`src/rtl/phy_err_stats.sv`:
```
module phy_err_stats #(
  parameter int CNT_W     = 16,
  parameter int DATA_W    = 16,
  parameter int ADDR_W    = 5,
  parameter int GROUP_LEN = 6,
  parameter int MODE_W    = 3,
  parameter int ADR_BASE  = 22,
  parameter int ADR_CTL   = 27
) (
  input  logic              clk,
  input  logic              rst_n,
  input  logic              sym_valid,
  input  logic              sym_bad,
  input  logic              in_frame,
  input  logic              peof_evt,
  input  logic              eof_err_evt,
  input  logic              jabber_evt,
  input  logic              st_activity,
  input  logic              st_speed,
  input  logic              st_link,
  input  logic              st_collision,
  input  logic [ADDR_W-1:0] addr,
  input  logic              rd_en,
  input  logic              wr_en,
  input  logic [DATA_W-1:0] wdata,
  output logic [DATA_W-1:0] rdata,
  output logic              led_a,
  output logic              led_b
);
  localparam int NCNT = 4;
  localparam int GRP_W = (GROUP_LEN > 1) ? $clog2(GROUP_LEN) : 1;
  localparam logic [CNT_W-1:0] CNT_MAX = {CNT_W{1'b1}};

  logic [CNT_W-1:0]  cnt [NCNT];
  logic [NCNT-1:0]   evt, rd_hit;
  logic [GRP_W-1:0]  grp;
  logic [MODE_W-1:0] mode;
  logic              sym_take, sym_hit, ctl_hit, unmapped;

  wire unused_wdata = ^wdata[DATA_W-1:MODE_W];

  assign sym_take = sym_valid && sym_bad && in_frame;
  assign sym_hit  = sym_take && (grp == '0);
  assign evt      = {jabber_evt, eof_err_evt, peof_evt, sym_hit};
  assign ctl_hit  = (addr == ADDR_W'(ADR_CTL));
  assign unmapped = !ctl_hit && (rd_hit == '0);

  always_ff @(posedge clk) begin
    if (!rst_n || !in_frame || (sym_valid && !sym_bad))
      grp <= '0;
    else if (sym_take)
      grp <= (grp == GRP_W'(GROUP_LEN - 1)) ? '0 : grp + 1'b1;
  end

  for (genvar g = 0; g < NCNT; g++) begin : g_cnt
    assign rd_hit[g] = rd_en && (addr == ADDR_W'(ADR_BASE + g));
    always_ff @(posedge clk) begin
      if (!rst_n)
        cnt[g] <= '0;
      else if (rd_hit[g])
        cnt[g] <= CNT_W'(evt[g]);
      else if (evt[g] && cnt[g] != CNT_MAX)
        cnt[g] <= cnt[g] + 1'b1;
    end
  end

  always_ff @(posedge clk) begin
    if (!rst_n)
      mode <= '0;
    else if (wr_en && ctl_hit)
      mode <= wdata[MODE_W-1:0];
  end

  always_comb begin
    rdata = '0;
    if (rd_en) begin
      if (ctl_hit) rdata = DATA_W'(mode);
      for (int i = 0; i < NCNT; i++)
        if (rd_hit[i]) rdata = DATA_W'(cnt[i]);
    end
  end

  always_comb begin
    case (mode)
      3'b000:  {led_a, led_b} = {st_activity, st_link};
      3'b001:  {led_a, led_b} = {st_speed, st_collision};
      3'b010:  {led_a, led_b} = {st_speed, st_link};
      3'b011:  {led_a, led_b} = {st_activity, st_collision};
      default: {led_a, led_b} = mode[1:0];
    endcase
  end

  a_r3_read_clears: assert property (@(posedge clk) disable iff (!rst_n)
    (rd_en && addr == ADDR_W'(ADR_BASE + 3) && !jabber_evt) |=> (cnt[3] == '0));

  a_r4_read_keeps_event: assert property (@(posedge clk) disable iff (!rst_n)
    (rd_en && addr == ADDR_W'(ADR_BASE + 1) && peof_evt) |=> (cnt[1] == CNT_W'(1)));

  a_r2_hold_full: assert property (@(posedge clk) disable iff (!rst_n)
    (cnt[3] == CNT_MAX && !(rd_en && addr == ADDR_W'(ADR_BASE + 3))) |=> (cnt[3] == CNT_MAX));

  a_r5_group_absorbs: assert property (@(posedge clk) disable iff (!rst_n)
    (sym_take && grp != '0 && !(rd_en && addr == ADDR_W'(ADR_BASE))) |=> $stable(cnt[0]));

  a_r8_forced_off: assert property (@(posedge clk) disable iff (!rst_n)
    (mode == 3'b100) |-> (!led_a && !led_b));

  a_r9_unmapped_zero: assert property (@(posedge clk) disable iff (!rst_n)
    (rd_en && unmapped) |-> (rdata == '0));
endmodule

```
`config.mk`:
```
export PLATFORM = sky130hd
export DESIGN_NAME = phy_err_stats
export DESIGN_NICKNAME = d
export VERILOG_FILES = /design/src/rtl/phy_err_stats.sv
export SDC_FILE = /design/constraint.sdc
export NUM_CORES = 1
export LEC_CHECK = 0
export ABC_AREA = 1
export BUFFER_PORTS_ARGS = -buffer_cell sky130_fd_sc_hd__buf_2
export CAP_MARGIN = 0
export CORE_MARGIN = 5
export CORE_UTILIZATION = 30
export CTS_CLUSTER_DIAMETER = 80
export CTS_CLUSTER_SIZE = 25
export DETAILED_ROUTE_END_ITERATION = 10
export PLACE_DENSITY_LB_ADDON = 0.12
export SETUP_SLACK_MARGIN = 0.2
export SLEW_MARGIN = 20
export SYNTH_ARGS = -nofsm -noshare
export SYNTH_HDL_FRONTEND = slang
export SYNTH_SLANG_ARGS = --single-unit
```
`constraint.sdc`:
```
create_clock -name clk -period 2.8 [get_ports clk]
set_clock_uncertainty 0.15 [all_clocks]
set_input_delay 0.28 -clock clk [delete_from_list [all_inputs] [get_ports clk]]
set_output_delay 0.28 -clock clk [all_outputs]
set_load 0.005 [all_outputs]
```
==> metrics.txt, run 1 <==
# TYPE chip_impl_metric gauge
chip_impl_metric{name="grt_max_degree",unit=""} 22
chip_impl_metric{name="grt_first_pass_wirelength",unit="mm"} 22.0
chip_impl_metric{name="antenna_cells_inserted",unit=""} 0
chip_impl_metric{name="setup_total_negative_slack",unit="ps"} 0
chip_impl_metric{name="synth.avg_cell_area",unit="um2"} 7.59
chip_impl_metric{name="io-pin-count",unit=""} 53
chip_impl_info{name="layout_common_cells",value="sky130_fd_sc_hd__nand2_1, sky130_fd_sc_hd__nor2_1, sky130_fd_sc_hd__inv_1"} 1
chip_impl_info{name="critical-path-slowest-cell",value="sky130_fd_sc_hd__nor2_4"} 1
chip_impl_info{name="synth.top_cells.by_area",value="sky130_fd_sc_hd__edfxtp_1, sky130_fd_sc_hd__nand2_1, sky130_fd_sc_hd__nor2_1, sky130_fd_sc_hd__nand3_1, sky130_fd_sc_hd__inv_1"} 1
chip_impl_metric{name="final_setup_violation_count",unit=""} 0
chip_impl_metric{name="syn_area",unit="mm2"} 0.00482
chip_impl_metric{name="synth.yosys.warnings",unit=""} 0
chip_impl_info{name="rsz0062_at_grt",value="false"} 1
chip_impl_metric{name="placed_cells_incl_taps",unit=""} 886
chip_impl_metric{name="hold_path_depth",unit=""} 3
chip_impl_metric{name="synthDominantCellAreaShare",unit=""} 0.398
chip_impl_info{name="layout_commonest_cell",value="sky130_fd_sc_hd__nand2_1"} 1
chip_impl_metric{name="max_cap_viol_count",unit=""} 0
chip_impl_metric{name="detail-route-antenna-nets",unit=""} 0
chip_impl_metric{name="clock_tree.htree_level_count",unit=""} 3
chip_impl_metric{name="gpl.final_weighted_congestion",unit=""} 0.887
chip_impl_metric{name="design.final.nets",unit=""} 720
chip_impl_metric{name="cts.sink_count",unit=""} 70
chip_impl_metric{name="path_buf_inv",unit=""} 3
chip_impl_metric{name="r2r_cells",unit=""} 7
chip_impl_metric{name="cp.required",unit="ps"} 2370
chip_impl_info{name="synth_largest_area_cell",value="sky130_fd_sc_hd__edfxtp_1"} 1
chip_impl_metric{name="maximum_frequency_from_static_timing_analysis",unit="GHz"} 0.420
chip_impl_metric{name="relSlewSlack",unit=""} 0.642
chip_impl_metric{name="critPathMaxStageDelay",unit="ps"} 430
chip_impl_metric{name="dpl.hpwl",unit="mm"} 10.7
chip_impl_info{name="hold_end",value="mode[1]$_SDFFE_PN0P_"} 1
chip_impl_metric{name="die_h",unit="um"} 137
chip_impl_metric{name="grtUsageTotal",unit=""} 0.154
chip_impl_metric{name="detail_route.vias_per_cell",unit=""} 4.68
chip_impl_metric{name="drt-initial-drc-count",unit=""} 336
chip_impl_metric{name="maxSlewViolCount",unit=""} 0
chip_impl_metric{name="path_clk_slew",unit="ps"} 50
chip_impl_info{name="timing.hold.worst.start",value="wdata[1]"} 1
chip_impl_metric{name="post_cts_resize_count",unit=""} 0
chip_impl_metric{name="grt.overflow.total",unit=""} 0
chip_impl_metric{name="reg2reg_setup_slack",unit="ps"} 520
chip_impl_info{name="status",value="finished clean"} 1
chip_impl_metric{name="firstDrtPassIters",unit=""} 5
chip_impl_metric{name="syn-instance-count",unit=""} 636
chip_impl_metric{name="power.density_cell_area",unit="mW/mm2"} 472
chip_impl_metric{name="ir_drop",unit="mV"} 0.255
chip_impl_info{name="ctsRootBufferMaster",value="sky130_fd_sc_hd__clkbuf_16"} 1
chip_impl_metric{name="synth-seq-area-share",unit=""} 0.423
chip_impl_info{name="critPathKind",value="in2out"} 1
chip_impl_metric{name="antenna_found_initial",unit=""} 1
chip_impl_info{name="critPathLaunchType",value="input pin"} 1
chip_impl_info{name="regToRegStartpoint",value="cnt[2][0]$_SDFFCE_PN0P_"} 1
chip_impl_metric{name="port_buffers",unit=""} 39
chip_impl_metric{name="timing.final.crit_share",unit=""} 0.850
chip_impl_metric{name="postLayoutCoreUtil",unit=""} 0.347
chip_impl_info{name="cp-end-kind",value="primary output"} 1
chip_impl_info{name="cpLargestDelayFamily",value="simple AND/OR/NAND/NOR gates"} 1
chip_impl_metric{name="clockBufferDepth",unit=""} 2
chip_impl_metric{name="num_vias",unit=""} 4221
chip_impl_info{name="min_path_type",value="in2reg"} 1
chip_impl_metric{name="finalCriticalPeriod",unit="ps"} 2380
chip_impl_metric{name="critPathArrivalTime",unit="ps"} 1950
chip_impl_metric{name="postCtsHoldBufs",unit=""} 0
chip_impl_metric{name="layout-drive-gt1-share",unit=""} 0.136
chip_impl_metric{name="final-hold-violation-count",unit=""} 0
chip_impl_metric{name="design.core.area",unit="mm2"} 0.0158
chip_impl_metric{name="cp_max_fo",unit=""} 21
chip_impl_metric{name="floorplan.initialDensity",unit=""} 0.305
chip_impl_info{name="worst_r2r_endpoint",value="cnt[2][1]$_SDFFCE_PN0P_"} 1
chip_impl_metric{name="final_cell_count_no_fill",unit=""} 902
chip_impl_metric{name="postSynthNetCount",unit=""} 675
chip_impl_metric{name="flow.area_growth_from_synthesis",unit="%"} 13.8
chip_impl_metric{name="clk_latency",unit="ps"} 350
chip_impl_metric{name="postSynthRegisterBits",unit=""} 70
chip_impl_metric{name="first_global_vias",unit=""} 4144
chip_impl_metric{name="drc",unit=""} 0
chip_impl_metric{name="nFillCells",unit=""} 1692
chip_impl_metric{name="detail_route.wirelength",unit="mm"} 13.6
chip_impl_metric{name="core.rowCount",unit=""} 46
chip_impl_info{name="cts_tree",value="done"} 1
chip_impl_metric{name="wl_per_cell",unit="um"} 15.1
chip_impl_metric{name="cts_inserted_buffers",unit=""} 9
chip_impl_metric{name="die_width",unit="um"} 137
chip_impl_info{name="crit_chain",value="buf_2 -> nor2_4 -> nand2_1 -> nor2_4 -> inv_2 -> o21ai_0 -> nor2_1 -> buf_2"} 1
chip_impl_metric{name="die_area",unit="mm2"} 0.0187
chip_impl_metric{name="leakage_power_figure",unit="nW"} 2.19
chip_impl_metric{name="timing_worst_slew_pin_value",unit="ps"} 536
chip_impl_metric{name="yosys.cell_types.count",unit=""} 40
chip_impl_metric{name="postCtsSetupBuffers",unit=""} 0
[registers in the layout, summed over array words and instances (netlist names)]
signal  cells
cnt        64
grp         3
mode        3
[layout make-up]
cell class                 count  area [um2]  share of cell area
clock buffer                  14         244              0.0444
clock inverter                 2        8.76             0.00160
inverter                      73         274              0.0499
multi-input combinational    481        2400               0.438
sequential                    70        2040               0.372
tap                          216         270              0.0492
timing repair buffer          46         248              0.0451
[synthesized netlist by cell type (all sizes together)]
master / number
ha: 4
clkbuf: 1
edfxtp: 64
buf: 11
nand4: 11
nor2: 119
xnor2: 7
o211ai: 4
o21bai: 1
nor3: 13
a22oi: 1
dfxtp: 6
nand2: 166
a21oi: 40
inv: 73
a31oi: 1
or2: 8
nor3b: 2
and3: 1
nand3: 63
o22ai: 1
xor2: 17
o21ai: 20
nand3b: 2
[stage by stage]
| stage | power [W] | hold WS [ps] | setup WS [ps] | cell area [um2] |
|---|---|---|---|---|
| 2_1_floorplan | 0.00147 | 294 | 677 | 4820 |
| 3_3_place_gp | 0.00157 | 346 | 456 | 5240 |
| 3_5_place_dp | 0.00158 | 361 | 439 | 5240 |
| 4_1_cts | 0.00262 | 42.2 | 432 | 5490 |
| 5_1_grt | 0.00272 | 77.4 | 295 | 5490 |
| 6_report | 0.00259 | 43.6 | 419 | 5490 |
[worst max-delay path by stage]
| stage | cells after the start | from | slack, ps | endpoint |
|---|---|---|---|---|
| 6_report | 8 | addr[2] | 420 | rdata[2] |
| 5_1_grt | 7 | cnt[2][0]$_SDFFCE_PN0P_ | 290 | cnt[2][1]$_SDFFCE_PN0P_ |
| 4_1_cts | 8 | addr[2] | 430 | rdata[2] |
| 3_5_place_dp | 8 | addr[2] | 440 | rdata[2] |
| 3_3_place_gp | 8 | addr[1] | 460 | rdata[2] |
| 2_1_floorplan | 7 | cnt[3][0]$_DFFE_PP_ | 680 | cnt[3][0]$_DFFE_PP_ |
[tightest hold or removal path, cell delays in order]
cell	delay [ps]
sky130_fd_sc_hd__buf_2	70
sky130_fd_sc_hd__o21ai_0	70
sky130_fd_sc_hd__nor2_1	80
[kinds of logic after synthesis]
family                     synth area share
buffers and inverters                0.0786
AOI/OAI and AO/OA                    0.0750
and+or+nand+nor                       0.369
DFF                                   0.423
adders and majority gates            0.0104
xor gates and xnor gates             0.0436
[routing by layer]
| layer | GRT usage | wire length [um] | up-vias |
|---|---|---|---|
| li1 | - | - | 2174 |
| met1 | 0.214 | 6700 | 1953 |
| met3 | 0.0257 | 486 | 15 |
| met2 | 0.240 | 6180 | 77 |
| met5 | 0 | 13 | - |
| met4 | 0.0621 | 234 | 2 |
[power by group]
group          leakage, nW  switching, W  internal (W)
combinational         1.35      0.000168     0.0000850
clock                0.122      0.000443      0.000597
sequential           0.727     0.0000816       0.00122
Power figures use the tool's default switching activity.
==> run 2, diff against run 1 <==
--- a/config.mk
+++ b/config.mk
@@ -14,8 +14,9 @@
 export CTS_CLUSTER_SIZE = 25
 export DETAILED_ROUTE_END_ITERATION = 10
 export PLACE_DENSITY_LB_ADDON = 0.12
+export REMOVE_ABC_BUFFERS = 1
 export SETUP_SLACK_MARGIN = 0.2
-export SLEW_MARGIN = 20
+export SLEW_MARGIN = 15
 export SYNTH_ARGS = -nofsm -noshare
 export SYNTH_HDL_FRONTEND = slang
 export SYNTH_SLANG_ARGS = --single-unit
==> metrics.txt, run 2 (synthesis gave the netlist of run 1 again) <==
# TYPE chip_impl_metric gauge
chip_impl_info{name="cp-end-kind",value="register"} 1
chip_impl_metric{name="cts_inserted_buffers",unit=""} 9
chip_impl_metric{name="die_area",unit="mm2"} 0.0187
chip_impl_info{name="status",value="finished clean"} 1
chip_impl_metric{name="antenna_found_initial",unit=""} 0
chip_impl_metric{name="setup_total_negative_slack",unit="ps"} 0
chip_impl_metric{name="max_cap_viol_count",unit=""} 0
chip_impl_metric{name="grt.overflow.total",unit=""} 0
chip_impl_info{name="worst_r2r_endpoint",value="cnt[0][14]$_SDFFCE_PN0P_"} 1
chip_impl_metric{name="final_setup_violation_count",unit=""} 0
chip_impl_info{name="critPathLaunchType",value="register"} 1
chip_impl_metric{name="ir_drop",unit="mV"} 0.248
chip_impl_metric{name="grt_max_degree",unit=""} 18
chip_impl_metric{name="design.core.area",unit="mm2"} 0.0158
chip_impl_metric{name="core.rowCount",unit=""} 46
chip_impl_metric{name="reg2reg_setup_slack",unit="ps"} 520
chip_impl_metric{name="postCtsHoldBufs",unit=""} 0
chip_impl_metric{name="detail-route-antenna-nets",unit=""} 0
chip_impl_metric{name="placement.setup.worst_slack",unit="ps"} 487
chip_impl_metric{name="critPathArrivalTime",unit="ps"} 2070
chip_impl_metric{name="r2r_cells",unit=""} 6
chip_impl_info{name="rsz0062_at_grt",value="false"} 1
chip_impl_metric{name="num_vias",unit=""} 4179
chip_impl_metric{name="maxSlewViolCount",unit=""} 0
chip_impl_metric{name="grt_first_pass_wirelength",unit="mm"} 20.9
chip_impl_metric{name="cp_max_fo",unit=""} 16
chip_impl_metric{name="port_buffers",unit=""} 39
chip_impl_metric{name="postCtsSetupBuffers",unit=""} 0
chip_impl_metric{name="relSlewSlack",unit=""} 0.686
chip_impl_metric{name="leakage_power_figure",unit="nW"} 2.22
chip_impl_info{name="critical-path-slowest-cell",value="sky130_fd_sc_hd__nand3_2"} 1
chip_impl_info{name="layout_commonest_cell",value="sky130_fd_sc_hd__nand2_1"} 1
chip_impl_metric{name="post_cts_resize_count",unit=""} 0
chip_impl_metric{name="critPathMaxStageDelay",unit="ps"} 400
chip_impl_metric{name="design.final.nets",unit=""} 720
chip_impl_info{name="critical_path.most_common_cell",value="sky130_fd_sc_hd__nand3_2"} 1
chip_impl_metric{name="io-pin-count",unit=""} 53
chip_impl_metric{name="drc",unit=""} 0
chip_impl_metric{name="flow.area_growth_from_synthesis",unit="%"} 14.9
chip_impl_info{name="reg.largest.list",value="cnt x64, grp x3, mode x3"} 1
chip_impl_metric{name="grtUsageTotal",unit=""} 0.146
chip_impl_info{name="crit_chain",value="ha_1 -> nand3_2 -> nor3_4 -> nand4_2 -> nand2_4 -> nand3_2"} 1
chip_impl_metric{name="first_global_vias",unit=""} 4061
chip_impl_metric{name="finalCriticalPeriod",unit="ps"} 2280
chip_impl_metric{name="timing_worst_slew_pin_value",unit="ps"} 470
chip_impl_metric{name="clk_latency",unit="ps"} 340
chip_impl_metric{name="maximum_frequency_from_static_timing_analysis",unit="GHz"} 0.438
chip_impl_info{name="critPathKind",value="reg2reg"} 1
chip_impl_info{name="regMostFlops",value="cnt"} 1
chip_impl_metric{name="power.density_cell_area",unit="mW/mm2"} 490
chip_impl_metric{name="hold_path_depth",unit=""} 3
chip_impl_info{name="regToRegStartpoint",value="cnt[0][0]$_DFFE_PP_"} 1
chip_impl_metric{name="final-hold-violation-count",unit=""} 0
chip_impl_metric{name="die_h",unit="um"} 137
chip_impl_info{name="cts_tree",value="done"} 1
chip_impl_info{name="ctsRootBufferMaster",value="sky130_fd_sc_hd__clkbuf_16"} 1
chip_impl_info{name="min_path_type",value="in2reg"} 1
chip_impl_metric{name="largest_register_ffs",unit=""} 64
chip_impl_metric{name="detail_route.vias_per_cell",unit=""} 4.63
chip_impl_info{name="timing.hold.worst.start",value="wdata[0]"} 1
chip_impl_metric{name="layout-drive-gt1-share",unit=""} 0.143
chip_impl_metric{name="die_width",unit="um"} 137
chip_impl_metric{name="detail_route.wirelength",unit="mm"} 12.9
chip_impl_metric{name="cp.required",unit="ps"} 2590
chip_impl_metric{name="timing.final.ws_setup",unit="ps"} 518
chip_impl_metric{name="firstDrtPassIters",unit=""} 5
chip_impl_metric{name="timing.final.crit_share",unit=""} 0.815
chip_impl_metric{name="wl_per_cell",unit="um"} 14.3
chip_impl_metric{name="clock_tree.htree_level_count",unit=""} 3
chip_impl_metric{name="drt-initial-drc-count",unit=""} 286
chip_impl_metric{name="path_clk_slew",unit="ps"} 60
chip_impl_metric{name="clockBufferDepth",unit=""} 2
chip_impl_metric{name="gpl.final_weighted_congestion",unit=""} 0.842
chip_impl_metric{name="floorplan.initialDensity",unit=""} 0.305
chip_impl_metric{name="antenna_cells_inserted",unit=""} 0
chip_impl_metric{name="cts.sink_count",unit=""} 70
chip_impl_info{name="hold_end",value="mode[0]$_SDFFE_PN0P_"} 1
chip_impl_metric{name="dpl.hpwl",unit="mm"} 10.2
chip_impl_info{name="layout_common_cells",value="sky130_fd_sc_hd__nand2_1, sky130_fd_sc_hd__nor2_1, sky130_fd_sc_hd__inv_1"} 1
## run 2: changes by cell type in the layout (fill, tap and decap cells not counted), sizes merged
cell / change
clkinv: -1
clkinvlp: +1
## run 2: cell type report
class	instances	area, um2
Timing Repair Buffer	46	248
Fill cell	1708	10300
Clock buffer	14	295
Tap cell	216	270
Sequential cell	70	2040
Inverter	73	274
Clock inverter	2	12.5
Multi-Input combinational cell	481	2400
## run 2: stage by stage
| step | utilization | area (um2) | cells | total power (W) | hold slack (ps) |
|---|---|---|---|---|---|
| 6_report | 0.350 | 5550 | 902 | 0.00272 | 44.6 |
| 5_1_grt | 0.350 | 5550 | 902 | 0.00284 | 79.8 |
| 4_1_cts | 0.350 | 5550 | 902 | 0.00275 | 28.4 |
| 3_5_place_dp | 0.331 | 5240 | 886 | 0.00157 | 347 |
| 3_3_place_gp | 0.331 | 5240 | 886 | 0.00157 | 344 |
| 2_1_floorplan | - | 4720 | 624 | 0.00146 | 266 |
## run 2: critical path: cells and delay by family (launching register included)
family	cells	cell delay, ps
and+or+nand+nor	5	1130
DFF	1	380
adders and majority gates	1	210
## run 2: metal layers
| metal | global-route usage | vias to the layer above | share of wire |
|---|---|---|---|
| met3 | 0.0228 | 16 | 0.034 |
| met1 | 0.203 | 1903 | 0.49 |
| li1 | - | 2186 | - |
| met4 | 0.0565 | 0 | 0.021 |
| met2 | 0.228 | 74 | 0.45 |
| met5 | 0 | - | 0 |
## run 2: worst max-delay path by stage
stage	depth (start not counted)	slack (ps)	end	startpoint
final	6	520	cnt[0][14]$_SDFFCE_PN0P_	cnt[0][0]$_DFFE_PP_
after global routing	6	350	cnt[0][8]$_SDFFCE_PN0P_	cnt[0][1]$_SDFFCE_PN0P_
after CTS	6	480	cnt[0][8]$_SDFFCE_PN0P_	cnt[0][0]$_DFFE_PP_
after detailed placement	9	490	cnt[0][0]$_DFFE_PP_	addr[3]
after global placement	9	520	cnt[0][3]$_SDFFCE_PN0P_	addr[3]
after floorplan	6	740	cnt[3][0]$_DFFE_PP_	cnt[3][0]$_DFFE_PP_
## run 2: where the power goes
group          total, W  internal (W)  switching [W]
registers       0.00130       0.00122      0.0000784
logic          0.000252     0.0000851       0.000167
clock network   0.00117      0.000726       0.000443
==> run 3, diff against run 2 <==
==> constraint.sdc (replaced) <==
create_clock -name clk -period 1.85 [get_ports clk]
set_clock_uncertainty 0.15 [all_clocks]
set_input_delay 0.185 -clock clk [delete_from_list [all_inputs] [get_ports clk]]
set_output_delay 0.185 -clock clk [all_outputs]
set_load 0.005 [all_outputs]
==> metrics.txt, run 3 (synthesis gave the netlist of run 1 again) <==
# TYPE chip_impl_metric gauge
chip_impl_metric{name="max_cap_viol_count",unit=""} 0
chip_impl_metric{name="drc",unit=""} 0
chip_impl_metric{name="cp_max_fo",unit=""} 2
chip_impl_metric{name="final_cell_count_no_fill",unit=""} 1033
chip_impl_metric{name="wl_per_cell",unit="um"} 14.8
chip_impl_metric{name="die_width",unit="um"} 137
chip_impl_metric{name="detail-route-antenna-nets",unit=""} 0
chip_impl_info{name="ctsRootBufferMaster",value="sky130_fd_sc_hd__clkbuf_16"} 1
chip_impl_metric{name="core.rowCount",unit=""} 46
chip_impl_metric{name="maximum_frequency_from_static_timing_analysis",unit="GHz"} 0.526
chip_impl_metric{name="timing.final.ws_setup",unit="ps"} -51.9
chip_impl_metric{name="maxSlewViolCount",unit=""} 0
chip_impl_metric{name="detail_route.vias_per_cell",unit=""} 4.72
chip_impl_info{name="regToRegStartpoint",value="cnt[2][0]$_SDFFCE_PN0P_"} 1
chip_impl_metric{name="first_global_vias",unit=""} 4763
chip_impl_metric{name="drt-initial-drc-count",unit=""} 240
chip_impl_info{name="timing.hold.worst.start",value="wr_en"} 1
chip_impl_metric{name="grt.overflow.total",unit=""} 0
chip_impl_metric{name="r2r_cells",unit=""} 9
chip_impl_metric{name="num_vias",unit=""} 4876
chip_impl_info{name="cp-end-kind",value="primary output"} 1
chip_impl_metric{name="p_clk_frac",unit=""} 0.401
chip_impl_metric{name="path_clk_slew",unit="ps"} 60
chip_impl_metric{name="intPower",unit="W"} 0.00334
chip_impl_metric{name="power.density_cell_area",unit="mW/mm2"} 600
chip_impl_metric{name="cts_inserted_buffers",unit=""} 9
chip_impl_metric{name="comb_power_share",unit=""} 0.179
chip_impl_metric{name="leakage_power_figure",unit="nW"} 3.11
chip_impl_metric{name="flow.area_growth_from_synthesis",unit="%"} 59.2
chip_impl_metric{name="final_setup_violation_count",unit=""} 1
chip_impl_metric{name="clock_tree.htree_level_count",unit=""} 3
chip_impl_metric{name="layout-drive-gt1-share",unit=""} 0.455
chip_impl_info{name="critPathLaunchType",value="register"} 1
chip_impl_metric{name="die_h",unit="um"} 137
chip_impl_info{name="cp_capture_point",value="rdata[1]"} 1
chip_impl_metric{name="timing.final.crit_share",unit=""} 1.03
chip_impl_info{name="status",value="finished with violations"} 1
chip_impl_info{name="reg.largest.list",value="cnt x64, grp x3, mode x3"} 1
chip_impl_metric{name="grt_max_degree",unit=""} 17
chip_impl_metric{name="largest_register_ffs",unit=""} 64
chip_impl_info{name="min_path_type",value="in2reg"} 1
chip_impl_metric{name="dpl.hpwl",unit="mm"} 11.0
chip_impl_metric{name="relSlewSlack",unit=""} 0.735
chip_impl_metric{name="design.core.area",unit="mm2"} 0.0158
chip_impl_metric{name="firstDrtPassIters",unit=""} 7
chip_impl_metric{name="placed_cells_incl_taps",unit=""} 951
chip_impl_metric{name="detail_route.wirelength",unit="mm"} 15.3
chip_impl_metric{name="grtUsageTotal",unit=""} 0.167
chip_impl_metric{name="placed_cell_area",unit="mm2"} 0.00578
chip_impl_metric{name="gpl.final_weighted_congestion",unit=""} 0.882
chip_impl_metric{name="clockBufferDepth",unit=""} 2
chip_impl_metric{name="swShare",unit=""} 0.276
chip_impl_metric{name="die_area",unit="mm2"} 0.0187
chip_impl_info{name="cts_tree",value="done"} 1
chip_impl_metric{name="power.net_switching",unit="W"} 0.00127
chip_impl_metric{name="antenna_cells_inserted",unit=""} 0
chip_impl_metric{name="postLayoutCoreUtil",unit=""} 0.485
chip_impl_metric{name="finalCriticalPeriod",unit="ps"} 1900
chip_impl_metric{name="total_power",unit="W"} 0.00460
chip_impl_metric{name="grt_first_pass_wirelength",unit="mm"} 24.1
chip_impl_metric{name="antenna_found_initial",unit=""} 0
chip_impl_info{name="failed_checks",value="setup timing"} 1
chip_impl_metric{name="cp.required",unit="ps"} 1510
chip_impl_info{name="worst_r2r_endpoint",value="cnt[2][6]$_SDFFCE_PN0P_"} 1
chip_impl_info{name="critPathLaunch",value="cnt[2][1]$_SDFFCE_PN0P_"} 1
chip_impl_info{name="rsz0062_at_grt",value="true"} 1
chip_impl_metric{name="ir_drop",unit="mV"} 0.443
chip_impl_metric{name="clk_latency",unit="ps"} 350
chip_impl_metric{name="design.final.nets",unit=""} 851
chip_impl_metric{name="final-hold-violation-count",unit=""} 0
chip_impl_metric{name="reg2reg_setup_slack",unit="ps"} 60
chip_impl_info{name="critPathKind",value="reg2out"} 1
chip_impl_metric{name="floorplan.initialDensity",unit=""} 0.305
chip_impl_info{name="layout_commonest_cell",value="sky130_fd_sc_hd__nand2_1"} 1
chip_impl_info{name="regMostFlops",value="cnt"} 1
chip_impl_metric{name="timing_worst_slew_pin_value",unit="ps"} 395
chip_impl_metric{name="final_cell_area",unit="mm2"} 0.00768
chip_impl_info{name="layout_common_cells",value="sky130_fd_sc_hd__nand2_1, sky130_fd_sc_hd__buf_4, sky130_fd_sc_hd__nor2_1"} 1
chip_impl_metric{name="port_buffers",unit=""} 39
chip_impl_metric{name="nFillCells",unit=""} 1535
chip_impl_metric{name="critPathArrivalTime",unit="ps"} 1570
chip_impl_metric{name="io-pin-count",unit=""} 53
chip_impl_metric{name="share_seq_of_total_power",unit=""} 0.421
chip_impl_metric{name="cts.sink_count",unit=""} 70
==> run 3: changes by cell type in the layout (fill, tap and decap cells not counted), moves of 12 or more <==
cell and change:
sky130_fd_sc_hd__buf_6 +44, sky130_fd_sc_hd__buf_4 +79, sky130_fd_sc_hd__nor2_1 -42, sky130_fd_sc_hd__nor2_2 +15, sky130_fd_sc_hd__a21oi_2 +29, sky130_fd_sc_hd__nor2_4 +27, sky130_fd_sc_hd__inv_1 -15, sky130_fd_sc_hd__nand3_2 +12
sky130_fd_sc_hd__nand2_1 -17, sky130_fd_sc_hd__a21oi_1 -33, sky130_fd_sc_hd__nand3_1 -19
==> run 3: repair_timing <==
item                                    in CTS  in global routing
gates cloned                                 4                  1
pin swaps                                   63                 38
buffers inserted                            41                 16
endpoints found under the setup margin     138                145
endpoints found under the hold margin        4                  0
hold buffers                                 4                  0
resized for setup                          189                 91
==> run 3: how the worst min path moves through the flow <==
stage / end / cells after the start
CTS: mode[2]$_SDFFE_PN0P_ / 3
detailed placement: mode[0]$_SDFFE_PN0P_ / 3
finish: mode[2]$_SDFFE_PN0P_ / 3
global placement: mode[0]$_SDFFE_PN0P_ / 3
global route: mode[2]$_SDFFE_PN0P_ / 3
floorplan: mode[0]$_SDFFE_PN0P_ / 2
==> run 3: layout make-up <==
class	instances	area [um2]	share of cell area
multi-input combinational	482	3210	0.417
sequential	70	2040	0.266
timing repair buffer	176	1560	0.203
clock buffer	13	293	0.0381
inverter	73	287	0.0373
tap	216	270	0.0352
clock inverter	3	22.5	0.00293
==> run 3: worst max-delay path, stage by stage, from the launching register on <==
cell                       delay (ps)
sky130_fd_sc_hd__edfxtp_1         400
sky130_fd_sc_hd__buf_6            130
sky130_fd_sc_hd__o211ai_1         310
sky130_fd_sc_hd__inv_1            100
sky130_fd_sc_hd__nor2_1           100
sky130_fd_sc_hd__nor2_1            60
sky130_fd_sc_hd__buf_2            120
==> run 3: power groups by stage <==
stage / Sequential [W] / Clock, W / Combinational (W)
floorplan: 0.00195 / 0 / 0.000253
global placement: 0.00196 / 0 / 0.000522
detailed placement: 0.00196 / 0 / 0.000528
CTS: 0.00193 / 0.00186 / 0.000750
global route: 0.00195 / 0.00194 / 0.000891
finish: 0.00194 / 0.00185 / 0.000822
==> run 3: metrics by stage <==
step	TNS [ps]	hold WS, ps	worst slack, ps
detailed placement	-728	291	-48.6
global placement	-88.1	285	-9.65
global route	-293	60.3	-61.6
floorplan	-8870	171	-212
CTS	-14.2	29.4	-14.2
finish	-51.9	33.5	-51.9
==> run 3: metal layers <==
| layer | up-vias | GRT usage | wire (um) |
|---|---|---|---|
| met5 | - | 0 | 0 |
| met2 | 82 | 0.266 | 7200 |
| met3 | 21 | 0.0320 | 521 |
| li1 | 2460 | - | - |
| met1 | 2313 | 0.227 | 7180 |
| met4 | 0 | 0.0549 | 373 |
